$ cat src/rtl/pcs_pkg.sv
package pcs_pkg;

  typedef enum logic [2:0] {
    ST_IDLE,
    ST_CFG,
    ST_REQ,
    ST_WAIT,
    ST_STEP,
    ST_FINAL
  } pcsState_t;

  typedef struct packed {
    logic clearTrack;
    logic writeCfg;
    logic recordResult;
    logic stepPhase;
    logic programFinal;
    logic flagError;
    logic finish;
  } pcsStrobe_t;

endpackage

$ cat src/rtl/pcs_window.sv
module pcs_window #(
  parameter int PHASE_W = 4,
  parameter int RUN_W   = PHASE_W + 1
) (
  input  logic               clk,
  input  logic               rstN,
  input  logic               clear,
  input  logic               record,
  input  logic               pass,
  input  logic [PHASE_W-1:0] phase,
  output logic [RUN_W-1:0]   bestLen,
  output logic [PHASE_W-1:0] bestEnd,
  output logic [PHASE_W-1:0] centre
);

  logic [RUN_W-1:0] curRun;
  logic [RUN_W-1:0] nextRun;
  logic [RUN_W-1:0] centreWide;

  assign nextRun    = curRun + RUN_W'(1);
  assign centreWide = {{(RUN_W-PHASE_W){1'b0}}, bestEnd} - (bestLen >> 1);
  assign centre     = centreWide[PHASE_W-1:0];

  always_ff @(posedge clk or negedge rstN) begin
    if (!rstN) begin
      curRun  <= '0;
      bestLen <= '0;
      bestEnd <= '0;
    end else if (clear) begin
      curRun  <= '0;
      bestLen <= '0;
      bestEnd <= '0;
    end else if (record) begin
      if (pass) begin
        curRun <= nextRun;
        if (nextRun > bestLen) begin
          bestLen <= nextRun;
          bestEnd <= phase;
        end
      end else begin
        curRun <= '0;
      end
    end
  end

endmodule

$ cat src/rtl/pcs_datapath.sv
module pcs_datapath
  import pcs_pkg::*;
#(
  parameter int PHASE_W = 4,
  parameter int UNIT_W  = 7
) (
  input  logic               clk,
  input  logic               rstN,
  input  pcsStrobe_t         strobe,
  input  logic [UNIT_W-1:0]  unitIn,
  input  logic [PHASE_W-1:0] maxPhase,
  input  logic               tunePass,
  output logic               atLast,
  output logic               noPass,
  output logic               dlyEnable,
  output logic               dlySampler,
  output logic [UNIT_W-1:0]  dlyUnit,
  output logic [PHASE_W-1:0] dlyPhase,
  output logic               dlyWrite,
  output logic [PHASE_W-1:0] finalPhase,
  output logic               done,
  output logic               error
);

  localparam int RUN_W = PHASE_W + 1;

  logic [UNIT_W-1:0]  unitLat;
  logic [PHASE_W-1:0] maxLat;
  logic [PHASE_W-1:0] phaseCnt;
  logic [RUN_W-1:0]   bestLen;
  logic [PHASE_W-1:0] bestEnd;
  logic [PHASE_W-1:0] centre;

  pcs_window #(.PHASE_W(PHASE_W), .RUN_W(RUN_W)) u_window (
    .clk     (clk),
    .rstN    (rstN),
    .clear   (strobe.clearTrack),
    .record  (strobe.recordResult),
    .pass    (tunePass),
    .phase   (phaseCnt),
    .bestLen (bestLen),
    .bestEnd (bestEnd),
    .centre  (centre)
  );

  assign atLast = (phaseCnt == maxLat);
  assign noPass = (bestLen == '0);

  // sweep position and latched configuration
  always_ff @(posedge clk or negedge rstN) begin
    if (!rstN) begin
      unitLat  <= '0;
      maxLat   <= '0;
      phaseCnt <= '0;
    end else if (strobe.clearTrack) begin
      unitLat  <= unitIn;
      maxLat   <= maxPhase;
      phaseCnt <= '0;
    end else if (strobe.stepPhase) begin
      phaseCnt <= phaseCnt + PHASE_W'(1);
    end
  end

  // delay-line configuration image
  always_ff @(posedge clk or negedge rstN) begin
    if (!rstN) begin
      dlyEnable  <= 1'b0;
      dlySampler <= 1'b0;
      dlyUnit    <= '0;
      dlyPhase   <= '0;
      dlyWrite   <= 1'b0;
    end else begin
      dlyWrite <= 1'b0;
      if (strobe.writeCfg) begin
        dlyEnable  <= 1'b1;
        dlySampler <= 1'b0;
        dlyUnit    <= unitLat;
        dlyPhase   <= phaseCnt;
        dlyWrite   <= 1'b1;
      end else if (strobe.programFinal) begin
        dlyEnable  <= 1'b1;
        dlySampler <= 1'b0;
        dlyPhase   <= centre;
        dlyWrite   <= 1'b1;
      end
    end
  end

  // result and status
  always_ff @(posedge clk or negedge rstN) begin
    if (!rstN) begin
      finalPhase <= '0;
      done       <= 1'b0;
      error      <= 1'b0;
    end else if (strobe.clearTrack) begin
      finalPhase <= '0;
      done       <= 1'b0;
      error      <= 1'b0;
    end else begin
      if (strobe.programFinal) finalPhase <= centre;
      if (strobe.flagError)    error      <= 1'b1;
      if (strobe.finish)       done       <= 1'b1;
    end
  end

endmodule

$ cat src/rtl/pcs_ctrl.sv
module pcs_ctrl
  import pcs_pkg::*;
(
  input  logic       clk,
  input  logic       rstN,
  input  logic       start,
  input  logic       tuneDone,
  input  logic       atLast,
  input  logic       noPass,
  output pcsStrobe_t strobe,
  output logic       tuneReq,
  output logic       busy
);

  pcsState_t state;
  pcsState_t stateNext;

  always_comb begin
    stateNext = state;
    strobe    = '0;
    unique case (state)
      ST_IDLE: begin
        if (start) begin
          strobe.clearTrack = 1'b1;
          stateNext         = ST_CFG;
        end
      end
      ST_CFG: begin
        strobe.writeCfg = 1'b1;
        stateNext       = ST_REQ;
      end
      ST_REQ: begin
        stateNext = ST_WAIT;
      end
      ST_WAIT: begin
        if (tuneDone) begin
          strobe.recordResult = 1'b1;
          stateNext           = ST_STEP;
        end
      end
      ST_STEP: begin
        if (atLast) begin
          stateNext = ST_FINAL;
        end else begin
          strobe.stepPhase = 1'b1;
          stateNext        = ST_CFG;
        end
      end
      ST_FINAL: begin
        if (noPass) strobe.flagError    = 1'b1;
        else        strobe.programFinal = 1'b1;
        strobe.finish = 1'b1;
        stateNext     = ST_IDLE;
      end
      default: stateNext = ST_IDLE;
    endcase
  end

  always_ff @(posedge clk or negedge rstN) begin
    if (!rstN) state <= ST_IDLE;
    else       state <= stateNext;
  end

  assign tuneReq = (state == ST_REQ);
  assign busy    = (state != ST_IDLE);

endmodule

$ cat src/rtl/phase_center_sel.sv
module phase_center_sel
  import pcs_pkg::*;
#(
  parameter int PHASE_W = 4,
  parameter int UNIT_W  = 7
) (
  input  logic               clk,
  input  logic               rstN,
  input  logic               start,
  input  logic [UNIT_W-1:0]  unitIn,
  input  logic [PHASE_W-1:0] maxPhase,
  input  logic               tunePass,
  input  logic               tuneDone,
  output logic               tuneReq,
  output logic               dlyEnable,
  output logic               dlySampler,
  output logic [UNIT_W-1:0]  dlyUnit,
  output logic [PHASE_W-1:0] dlyPhase,
  output logic               dlyWrite,
  output logic [PHASE_W-1:0] finalPhase,
  output logic               busy,
  output logic               done,
  output logic               error
);

  pcsStrobe_t strobe;
  logic       atLast;
  logic       noPass;

  pcs_ctrl u_ctrl (
    .clk      (clk),
    .rstN     (rstN),
    .start    (start),
    .tuneDone (tuneDone),
    .atLast   (atLast),
    .noPass   (noPass),
    .strobe   (strobe),
    .tuneReq  (tuneReq),
    .busy     (busy)
  );

  pcs_datapath #(.PHASE_W(PHASE_W), .UNIT_W(UNIT_W)) u_datapath (
    .clk        (clk),
    .rstN       (rstN),
    .strobe     (strobe),
    .unitIn     (unitIn),
    .maxPhase   (maxPhase),
    .tunePass   (tunePass),
    .atLast     (atLast),
    .noPass     (noPass),
    .dlyEnable  (dlyEnable),
    .dlySampler (dlySampler),
    .dlyUnit    (dlyUnit),
    .dlyPhase   (dlyPhase),
    .dlyWrite   (dlyWrite),
    .finalPhase (finalPhase),
    .done       (done),
    .error      (error)
  );

endmodule

$ cat config.mk
export PLATFORM = sky130hd
export DESIGN_NAME = phase_center_sel
export DESIGN_NICKNAME = d
export VERILOG_FILES = /design/src/rtl/pcs_pkg.sv /design/src/rtl/pcs_window.sv /design/src/rtl/pcs_datapath.sv /design/src/rtl/pcs_ctrl.sv /design/src/rtl/phase_center_sel.sv
export SDC_FILE = /design/constraint.sdc
export NUM_CORES = 1
export LEC_CHECK = 0
export BUFFER_PORTS_ARGS = -buffer_cell sky130_fd_sc_hd__buf_2
export CAP_MARGIN = 5
export CORE_MARGIN = 2
export CORE_UTILIZATION = 56
export DETAILED_ROUTE_END_ITERATION = 10
export HOLD_SLACK_MARGIN = 0.03
export PLACE_DENSITY_LB_ADDON = 0.25
export SYNTH_ARGS = -nofsm -noshare
export SYNTH_HDL_FRONTEND = slang
export SYNTH_SLANG_ARGS = --single-unit
$ cat constraint.sdc
create_clock -name clk -period 3 [get_ports clk]
set_input_delay 0.3 -clock clk [delete_from_list [all_inputs] [get_ports clk]]
set_output_delay 0.3 -clock clk [all_outputs]
set_load 0.01 [all_outputs]
# Word-level counts from Yosys, hierarchy flattened
# Cells that the tools add are included.
word_totals:
  output_inout_bits: 22
  word_cells: 80
  in_bits: 16
  ff_bits: 52
classes:
  mux: 40
  eq_ne: 8
  reduce_logical: 13
  n_lt_le_gt_ge: 1
  addsub: 3
op_table:
  columns: ["cell", "n"]
  rows:
  - ["2-to-1 mux 4 bit", 9]
  - ["2-to-1 mux 5 bit", 7]
  - ["2-to-1 mux 1 bit", 19]
  - ["nonzero test 2 bit", 8]
  - ["one-hot mux 3 bit (5 select lines)", 1]
  - ["2-to-1 mux 3 bit", 4]
  - ["equality test 3 x 2 -> 1 bit, second input constant", 2]
  - ["equality test 3 bit, second input constant", 2]
  - ["adder 5 x 1 -> 5 bit, second input constant", 1]
  - ["greater-than comparator 5 bit", 1]
  - ["zero test 5 bit", 1]
  - ["adder 4 x 1 -> 4 bit, second input constant", 1]
  - ["equality test 4 bit", 1]
  - ["inequality test 2 bit, second input constant", 2]
  - ["subtractor 4 bit", 1]
  - ["equality test 3 x 1 -> 1 bit, second input constant", 1]
  - ["zero test 3 bit", 1]
  - ["AND reduction 3 bit", 1]
  - ["nonzero test 3 bit", 1]
  - ["AND reduction 2 bit", 1]

# Depth between registers and ports, before layout
# Gate-level depths: netlist (run 1).
logic_depth:
  ltp_word: 6
  mapped_depth: 10
  depth_no_buf: 9

# Modules after synthesis
# From an unflattened synthesis (run 1), not the netlist that was laid out.
hier_totals:
  hier_cells: 224
  area_unflattened_um2: 2536.2
by_module_without_submodules:
  columns: ["module", "cells_each", "area_each_um2", "instances", "seq_area_each_um2"]
  rows:
  - ["pcs_datapath", 104, 1402.6, 1, 850.8]
  - ["pcs_window", 98, 918.4, 1, 350.3]
  - ["pcs_ctrl", 22, 215.2, 1, 75.1]

# Least setup slack after synthesis (run 1)
# OpenSTA, ideal clock, no wires.
synth_timing:
  path_kind: "register to register"
  start: "reg u_datapath.u_window.curRun[0]"
  end: "reg u_datapath.u_window.bestLen[2]"
  period_less_slack_ns: 2.166
  setup_time_ns: 0.087
  slack_ns: 0.834
  path_buffers: 1
  required_time_ns: 2.913
  stages_incl_launch_ff: 10
  arrival_time_ns: 2.079
  path_cell_list: "dfrtp_1 ha_1 nand3_1 xnor2_1 ha_1 nand4_1 o221ai_2 o211ai_4 buf_6 a211oi_2"
synth_between:
  elab_chain_cells: 5
  elab_cells_between_ends: 8
  classes_between: "1 x add/sub; 1 x order compare; 4 x mux; 2 x reduce/logical"
synth_lines:
  columns: ["element", "line_no", "rtl"]
  rows:
  - ["start: declaration", "pcs_window.sv:16", "logic [RUN_W-1:0] curRun;"]
  - ["start signal: assignment", "pcs_window.sv:35", "curRun <= nextRun;"]
  - ["adder 5 x 1 -> 5 bit *", "pcs_window.sv:20", "assign nextRun = curRun + RUN_W'(1);"]
  - ["branches (longest 4 deep; another with greater-than comparator 5 bit)", null, null]
  - ["end signal: assignment", "pcs_window.sv:37", "bestLen <= nextRun;"]
  - ["end: declaration", "pcs_window.sv:11", "output logic [RUN_W-1:0] bestLen,"]
# Mark *: on every way between the ends. The select of a mux whose other input is x is not followed.
# A chain may end at the register's enable or synchronous reset.

# Final worst setup path (run 1)
layout_timing:
  start: "reg u_datapath.u_window.curRun[0]"
  end: "reg u_datapath.u_window.bestEnd[3]"
layout_between:
  elab_chain_cells: 4
layout_lines:
  columns: ["element", "line_no", "rtl"]
  rows:
  - ["adder 5 x 1 -> 5 bit", "pcs_window.sv:20", null]
  - ["greater-than comparator 5 bit", "pcs_window.sv:36", "if (nextRun > bestLen) begin"]
  - ["nonzero test 2 bit (no source line)", null, null]
  - ["AND reduction 3 bit (no source line)", null, null]
  - ["end signal: assignment", "pcs_window.sv:38", "bestEnd <= phase;"]
  - ["end: declaration", "pcs_window.sv:12", "output logic [PHASE_W-1:0] bestEnd,"]
# No other way between the ends.

==> flow_summary.json, run 1 <==
{
  "busiest_layer": "met2",
  "path_class": "flop to flop",
  "leakagePower_nw": 1.433,
  "netlist.area_leader.share_pct": 51.83,
  "antenna_found_initial": 0,
  "drive_gt1_share_pct": 23.16,
  "fill_cells": 374,
  "dieWidth_um": 70.31,
  "wl_per_cell_um": 14.24,
  "slew_headroom_pct": 51.46,
  "dp_cells": 316,
  "crit_chain": "ha_1, nand3_1, xnor2_1, ha_1, nand4_1, o211ai_4, mux2i_1, nor2_1",
  "finalHoldViolCount": 0,
  "yosysSeqAreaShare_pct": 51.83,
  "worstReg2RegStart": "u_datapath.u_window.curRun[0]",
  "drc": 0,
  "overflow": 0,
  "p_switching_mw": 1.031,
  "path_max_fanout": 15,
  "synth_cells": 235,
  "htree_levels": 2,
  "tightest_slew_ns": 0.7263,
  "synth_edf_count": 0,
  "die_height_um": 70.31,
  "synth_warnings": 0,
  "cp.required_ns": 3.18,
  "met3_usage_pct": 4.185,
  "synth_commonest_cells": "dfrtp_1 (51), nand2_1 (46), nor2_1 (24), inv_1 (11), ha_1 (10)",
  "use_met1_pct": 28.04,
  "fmax_mhz": 414.1,
  "async_reset_ff_share_pct": 100.0,
  "clkPwrFrac_pct": 15.1,
  "min_period_ns": 2.415,
  "critPathCaptureType": "flop",
  "grt_use_total_pct": 20.82,
  "ctsResizeCount": 0,
  "syn2layout_area_growth_pct": 11.74,
  "yosysTopAreaCell": "dfrtp_1",
  "detail_route.first_pass.iterations": 4,
  "design.core.area_um2": 4294,
  "rsz0062_at_grt": "no",
  "grt_max_degree": 33,
  "hp-class": "input port to asynchronous set/reset pin",
  "hpwl_um": 3225,
  "grt_use_met2_pct": 32.81,
  "syn-num-nets": 262,
  "start_util_pct": 57.34,
  "clk_latency_ns": 0.31,
  "nNetsFinal": 298,
  "yosysMostFrequentCell": "dfrtp_1",
  "clockBufferDepth": 2,
  "critPathArrivalTime_ns": 2.59,
  "post_cts_buffers": 0,
  "dieArea_um2": 4944,
  "syn_area_per_cell_um2": 10.48,
  "instances_no_fill": 324,
  "num_io_pins": 38,
  "grt_pass1_vias": 1716,
  "reg2reg_depth": 8,
  "port_buffers": 36,
  "drt_iter0_markers": 67,
  "ctsHoldBuffers": 0,
  "min_period_over_period_pct": 80.49,
  "ys.flop_type": "dfrtp_1",
  "gp_routability_congestion": 0.8013,
  "ys_types": 41,
  "cpPeakStageDelay_ns": 0.48,
  "clkSinkCount": 51,
  "synth.area.top_cells": "dfrtp_1 (52%), nand2_1 (7.0%), ha_1 (5.1%)",
  "seqPwrFrac_pct": 44.1,
  "vias": 1746,
  "outcome": "finished, final reports clean",
  "cts_tree": "built",
  "intPower_mw": 1.597,
  "critPathMostFrequentCell": "ha_1",
  "max-cap-violations": 0,
  "cpMaxStageDelayCell": "o211ai_4",
  "setup_violations": 0,
  "crit_path_start_kind": "flop",
  "rows": 24,
  "drt.antenna.violating_nets": 0,
  "ys_seq_elements": 51,
  "r2r-end": "u_datapath.u_window.bestEnd[3]",
  "fin_skew_ns": 0.01176,
  "vdd.ir_drop.worst_mv": 0.4878,
  "power_density_nw_per_um2": 955.4,
  "viasPerCell": 5.389,
  "combPwrFrac_pct": 40.8,
  "switching_share_pct": 39.23,
  "grt_pass1_wl_um": 7997,
  "cts_made_buffers": 5,
  "path_clk_slew_ns": 0.10,
  "cts-root-buf": "clkbuf_8",
  "n_antenna_cell": 0,
  "r2r_slack_ns": 0.59,
  "synth_area_um2": 2462,
  "drt_wl_total_um": 4615,
  "finalSetupTns_ns": 0,
  "drv_slew": 0
}
## routing by layer
layer | wire (µm) | share of wire [%]
met5 | 0 | 0
met4 | 42 | 0.91
met3 | 211 | 4.6
met2 | 2228 | 48
met1 | 2132 | 46
## worst max-delay path: cells and delay by family (launching register included)
kind            cells  cell delay, ns
xor+xnor            1            0.17
mux                 1            0.27
fa+ha+maj           2            0.57
compound gates      1            0.48
flops               1            0.44
simple gates        3            0.36
## power by group through the flow
stage	sequential [mW]	combinational, mW	clock (mW)
floorplan	1.14	0.824	0
global placement	1.16	1.05	0
detailed placement	1.17	1.08	0
CTS	1.16	1.09	0.413
global route	1.20	1.22	0.431
finish	1.16	1.07	0.397
## how the worst max path moves through the flow
stage / start / end / slack, ns / cells past startpoint
2_1_floorplan: u_datapath.u_window.curRun[0] / u_datapath.u_window.bestLen[2] / 0.83 / 9
3_3_place_gp: u_datapath.u_window.curRun[0] / u_datapath.u_window.bestEnd[3] / 0.71 / 8
3_5_place_dp: u_datapath.u_window.curRun[0] / u_datapath.u_window.bestEnd[3] / 0.60 / 8
4_1_cts: u_datapath.u_window.curRun[0] / u_datapath.u_window.bestEnd[3] / 0.58 / 8
5_1_grt: u_datapath.u_window.curRun[0] / u_datapath.u_window.bestEnd[3] / 0.34 / 8
6_report: u_datapath.u_window.curRun[0] / u_datapath.u_window.bestEnd[3] / 0.59 / 8
## area by class of cell
class                           instances  area (µm²)  share of cell area, %
Multi-Input combinational cell        163        1075                  39.06
Tap cell                               52       65.06                  2.365
Inverter                               11       41.29                  1.501
Sequential cell                        51        1276                  46.38
Timing Repair Buffer                   39       202.7                  7.367
Clock buffer                            5       68.82                  2.501
Clock inverter                          3       22.52                 0.8186
## cell families (layout without fill, tap and decap cells)
kind of cell / after synthesis / after routing / synth area share (%)
buffers and inverters: 21 / 58 / 4.522
AOI/OAI and AO/OA: 31 / 31 / 10.26
muxes: 12 / 12 / 5.234
adders and majority gates: 11 / 11 / 5.894
and+or+nand+nor: 98 / 98 / 18.55
xor gates and xnor gates: 10 / 10 / 3.557
other: 1 / 1 / 0.1523
DFF: 51 / 51 / 51.83
## cell usage in the layout, fill, tap and decap left out, types with 2 or more instances in the layout
cell type / instances
ha_1: 10
nand4_1: 3
dfrtp_1: 51
nor2_1: 24
mux2_2: 7
nand3_1: 7
xnor2_1: 8
a22oi_1: 3
nor3_1: 5
o21ai_0: 6
inv_1: 11
mux2i_1: 5
a21o_1: 3
nor2b_1: 2
clkbuf_8: 5
a221o_1: 3
a211oi_2: 3
a21oi_1: 5
buf_2: 36
xor2_1: 2
nand2_1: 46
nor3b_1: 3
buf_4: 3
## flip-flops by register name (all words and copies together), names as in the netlist, 3 cells and up
name / count
u_datapath.finalPhase: 4
u_datapath.dlyUnit: 7
u_datapath.maxLat: 4
u_datapath.dlyPhase: 4
u_datapath.phaseCnt: 4
u_ctrl.state: 3
u_datapath.u_window.bestEnd: 4
u_datapath.unitLat: 7
u_datapath.u_window.bestLen: 5
u_datapath.u_window.curRun: 5
## metrics by stage
stage / hold WS (ns) / area (µm²) / setup slack [ns] / utilization, % / total power [mW]
2_1_floorplan: 0.004409 / 2462 / 0.8344 / - / 1.961
3_3_place_gp: 0.3809 / 2660 / 0.7078 / 61.95 / 2.217
3_5_place_dp: 0.3795 / 2660 / 0.6035 / 61.95 / 2.253
4_1_cts: 0.04413 / 2751 / 0.5773 / 64.07 / 2.660
5_1_grt: 0.08915 / 2751 / 0.3397 / 64.07 / 2.854
6_report: 0.02380 / 2751 / 0.5853 / 64.07 / 2.629
(Power assumes the default switching activity.)
==> run 2, diff against run 1 <==
--- a/config.mk
+++ b/config.mk
@@ -5,10 +5,11 @@
 export SDC_FILE = /design/constraint.sdc
 export NUM_CORES = 1
 export LEC_CHECK = 0
+export ABC_AREA = 1
 export BUFFER_PORTS_ARGS = -buffer_cell sky130_fd_sc_hd__buf_2
 export CAP_MARGIN = 5
 export CORE_MARGIN = 2
-export CORE_UTILIZATION = 56
+export CORE_UTILIZATION = 51
 export DETAILED_ROUTE_END_ITERATION = 10
 export HOLD_SLACK_MARGIN = 0.03
 export PLACE_DENSITY_LB_ADDON = 0.25
==> constraint.sdc (replaced) <==
create_clock -name clk -period 2 [get_ports clk]
set_input_delay 0.2 -clock clk [delete_from_list [all_inputs] [get_ports clk]]
set_output_delay 0.2 -clock clk [all_outputs]
set_load 0.01 [all_outputs]
==> flow_summary.json, run 2 <==
{
  "outcome": "finished, final reports clean",
  "detail_route.first_pass.iterations": 4,
  "cts_made_buffers": 5,
  "yosysSeqAreaShare_pct": 48.48,
  "dp_cells": 414,
  "slew_headroom_pct": 60.37,
  "die_height_um": 75.85,
  "design.core.area_um2": 5042,
  "drt.antenna.violating_nets": 0,
  "gp_routability_congestion": 0.8055,
  "setup_violations": 0,
  "htree_levels": 2,
  "critPathArrivalTime_ns": 2.17,
  "synth_cells": 311,
  "worstReg2RegStart": "u_datapath.u_window.curRun[0]",
  "yosysMostFrequentCell": "nand2_1",
  "layout_commonest_cell": "nand2_1",
  "cpMaxStageDelayCell": "dfrtp_1",
  "wl_per_cell_um": 12.19,
  "synth_edf_count": 0,
  "path_class": "flop to flop",
  "nNetsFinal": 385,
  "finalHoldViolCount": 0,
  "path_max_fanout": 6,
  "reg_top3": "u_datapath.dlyUnit x7, u_datapath.unitLat x7",
  "grt_max_degree": 30,
  "ys_seq_elements": 51,
  "synth_area_um2": 2633,
  "cts-root-buf": "clkbuf_8",
  "grt_pass1_vias": 1970,
  "drv_slew": 0,
  "yosysTopAreaCell": "dfrtp_1",
  "ys.flop_type": "dfrtp_1",
  "switching_share_pct": 45.20,
  "reg2reg_depth": 14,
  "num_io_pins": 38,
  "drt_iter0_markers": 89,
  "clkSinkCount": 51,
  "clkPwrFrac_pct": 13.7,
  "vdd.ir_drop.worst_mv": 0.8325,
  "drc": 0,
  "max-cap-violations": 0,
  "syn2layout_area_growth_pct": 19.96,
  "synth_warnings": 0,
  "cp.required_ns": 2.26,
  "n_antenna_cell": 0,
  "grt_pass1_wl_um": 8763,
  "cpPeakStageDelay_ns": 0.40,
  "syn-num-nets": 338,
  "cts_tree": "built",
  "start_util_pct": 52.21,
  "r2r_slack_ns": 0.09,
  "grt_use_total_pct": 20.49,
  "hp-start": "unitIn[0]",
  "syn_area_per_cell_um2": 8.465,
  "crit_path_start_kind": "flop",
  "ys_types": 34,
  "startpoint": "u_datapath.u_window.curRun[0]",
  "tightest_slew_ns": 0.5923,
  "instances_no_fill": 429,
  "finalSetupTns_ns": 0,
  "viasPerCell": 4.965,
  "hpwl_um": 3803,
  "hp-class": "input port to flop",
  "dieWidth_um": 75.85,
  "combPwrFrac_pct": 52.2,
  "clockBufferDepth": 2,
  "overflow": 0,
  "crit_chain": "buf_4, buf_4, nand3_1, nand2_1, nand2_2, inv_2, ha_4, nand2_4, nor3_4, buf_6, nor2_8, nand2_4, nand3_2, nand2_1",
  "min_period_ns": 1.907,
  "critPathCaptureType": "flop",
  "vias": 2130,
  "path_clk_slew_ns": 0.10,
  "leakagePower_nw": 1.657,
  "fin_skew_ns": 0.008339,
  "drt_wl_total_um": 5229,
  "async_reset_ff_share_pct": 100.0,
  "final_cell_mix": "nand2_1 (80), dfrtp_1 (51), inv_1 (36), buf_2 (36), nand3_1 (27)",
  "dieArea_um2": 5752,
  "antenna_found_initial": 0,
  "intPower_mw": 2.538,
  "seqPwrFrac_pct": 34.2,
  "rows": 26,
  "clk_latency_ns": 0.32,
  "p_switching_mw": 2.093,
  "drive_gt1_share_pct": 26.46,
  "netlist.area_leader.share_pct": 48.48,
  "worstHoldPathCells": 3,
  "total_power_mw": 4.631,
  "port_buffers": 36,
  "power_density_nw_per_um2": 1466,
  "fmax_mhz": 524.5,
  "synth_commonest_cells": "nand2_1 (85), dfrtp_1 (51), inv_1 (38), nand3_1 (32), o21ai_0 (16)",
  "synth.area.top_cells": "dfrtp_1 (48%), nand2_1 (12%), nand3_1 (6.1%)",
  "min_period_over_period_pct": 95.33
}
run 2: timing repair:
item	in CTS	in global routing
setup endpoints to repair	8	9
cloned	1	2
endpoints found under the hold margin	22	0
hold buffers	1	0
resized for setup	2	21
pin swaps	1	7
setup buffers	0	3
run 2: worst max-delay path: cells and delay by family (launching register included):
family	cells	cell delay [ns]
simple gates	9	0.74
buf+inv	4	0.46
flops	1	0.40
fa+ha+maj	1	0.26
run 2: cells by family (layout without fill, tap and decap cells):
logic type      Yosys count  in the layout  synth area share, %
compound gates           33             33                6.417
xor+xnor                  4              4                1.331
fa+ha+maj                11             11                5.513
buf+inv                  51             96                8.317
flops                    51             51                48.48
other cells               1              1               0.1424
simple gates            160            163                29.80
run 2: layer usage:
layer | share of wire (%) | GRT usage [%] | routed length, µm | up-vias
met5 | 0 | 0 | 0 | -
met1 | 47 | 27.18 | 2445 | 988
met2 | 48 | 33.62 | 2511 | 34
met4 | 1.5 | 6.433 | 78 | 0
li1 | - | - | - | 1101
met3 | 3.7 | 4.365 | 194 | 7
run 2: final cells by class:
| type | count | area (µm²) |
|---|---|---|
| tap | 70 | 87.58 |
| clock buffer | 5 | 68.82 |
| multi-input combinational | 212 | 1265 |
| inverter | 42 | 157.7 |
| timing repair buffer | 46 | 274.0 |
| fill | 452 | 1884 |
| sequential | 51 | 1276 |
| clock inverter | 3 | 28.78 |
run 2: path summary, 6_finish.rpt:
path,to
setup reg to reg,u_datapath.u_window.bestEnd[2]
max in group asynchronous,u_datapath.u_window.curRun[2]
hold reg to reg,u_datapath.dlyEnable
min in group asynchronous,u_datapath.dlyEnable
hold / removal,u_datapath.unitLat[0]
setup / recovery,u_datapath.u_window.bestEnd[2]
run 2: metrics by stage:
| step | hold slack, ns | worst slack [ns] | area, µm² | utilization, % |
|---|---|---|---|---|
| 4_1_cts | 0.06641 | 0.0008209 | 3024 | 59.98 |
| 6_report | 0.07276 | 0.09345 | 3158 | 62.63 |
| 3_5_place_dp | 0.2127 | -0.001391 | 2897 | 57.44 |
| 3_3_place_gp | 0.2070 | 0.05863 | 2897 | 57.44 |
| 2_1_floorplan | -0.09559 | 0.09510 | 2633 | - |
| 5_1_grt | 0.07159 | -0.02834 | 3158 | 62.63 |
run 2: power by group through the flow:
| stage | Clock [mW] | Sequential, mW | Combinational [mW] |
|---|---|---|---|
| after floorplan | 0 | 1.62 | 1.36 |
| after global placement | 0 | 1.59 | 1.85 |
| after detailed placement | 0 | 1.60 | 1.90 |
| after CTS | 0.653 | 1.58 | 2.02 |
| after global routing | 0.697 | 1.63 | 2.73 |
| final | 0.633 | 1.58 | 2.42 |
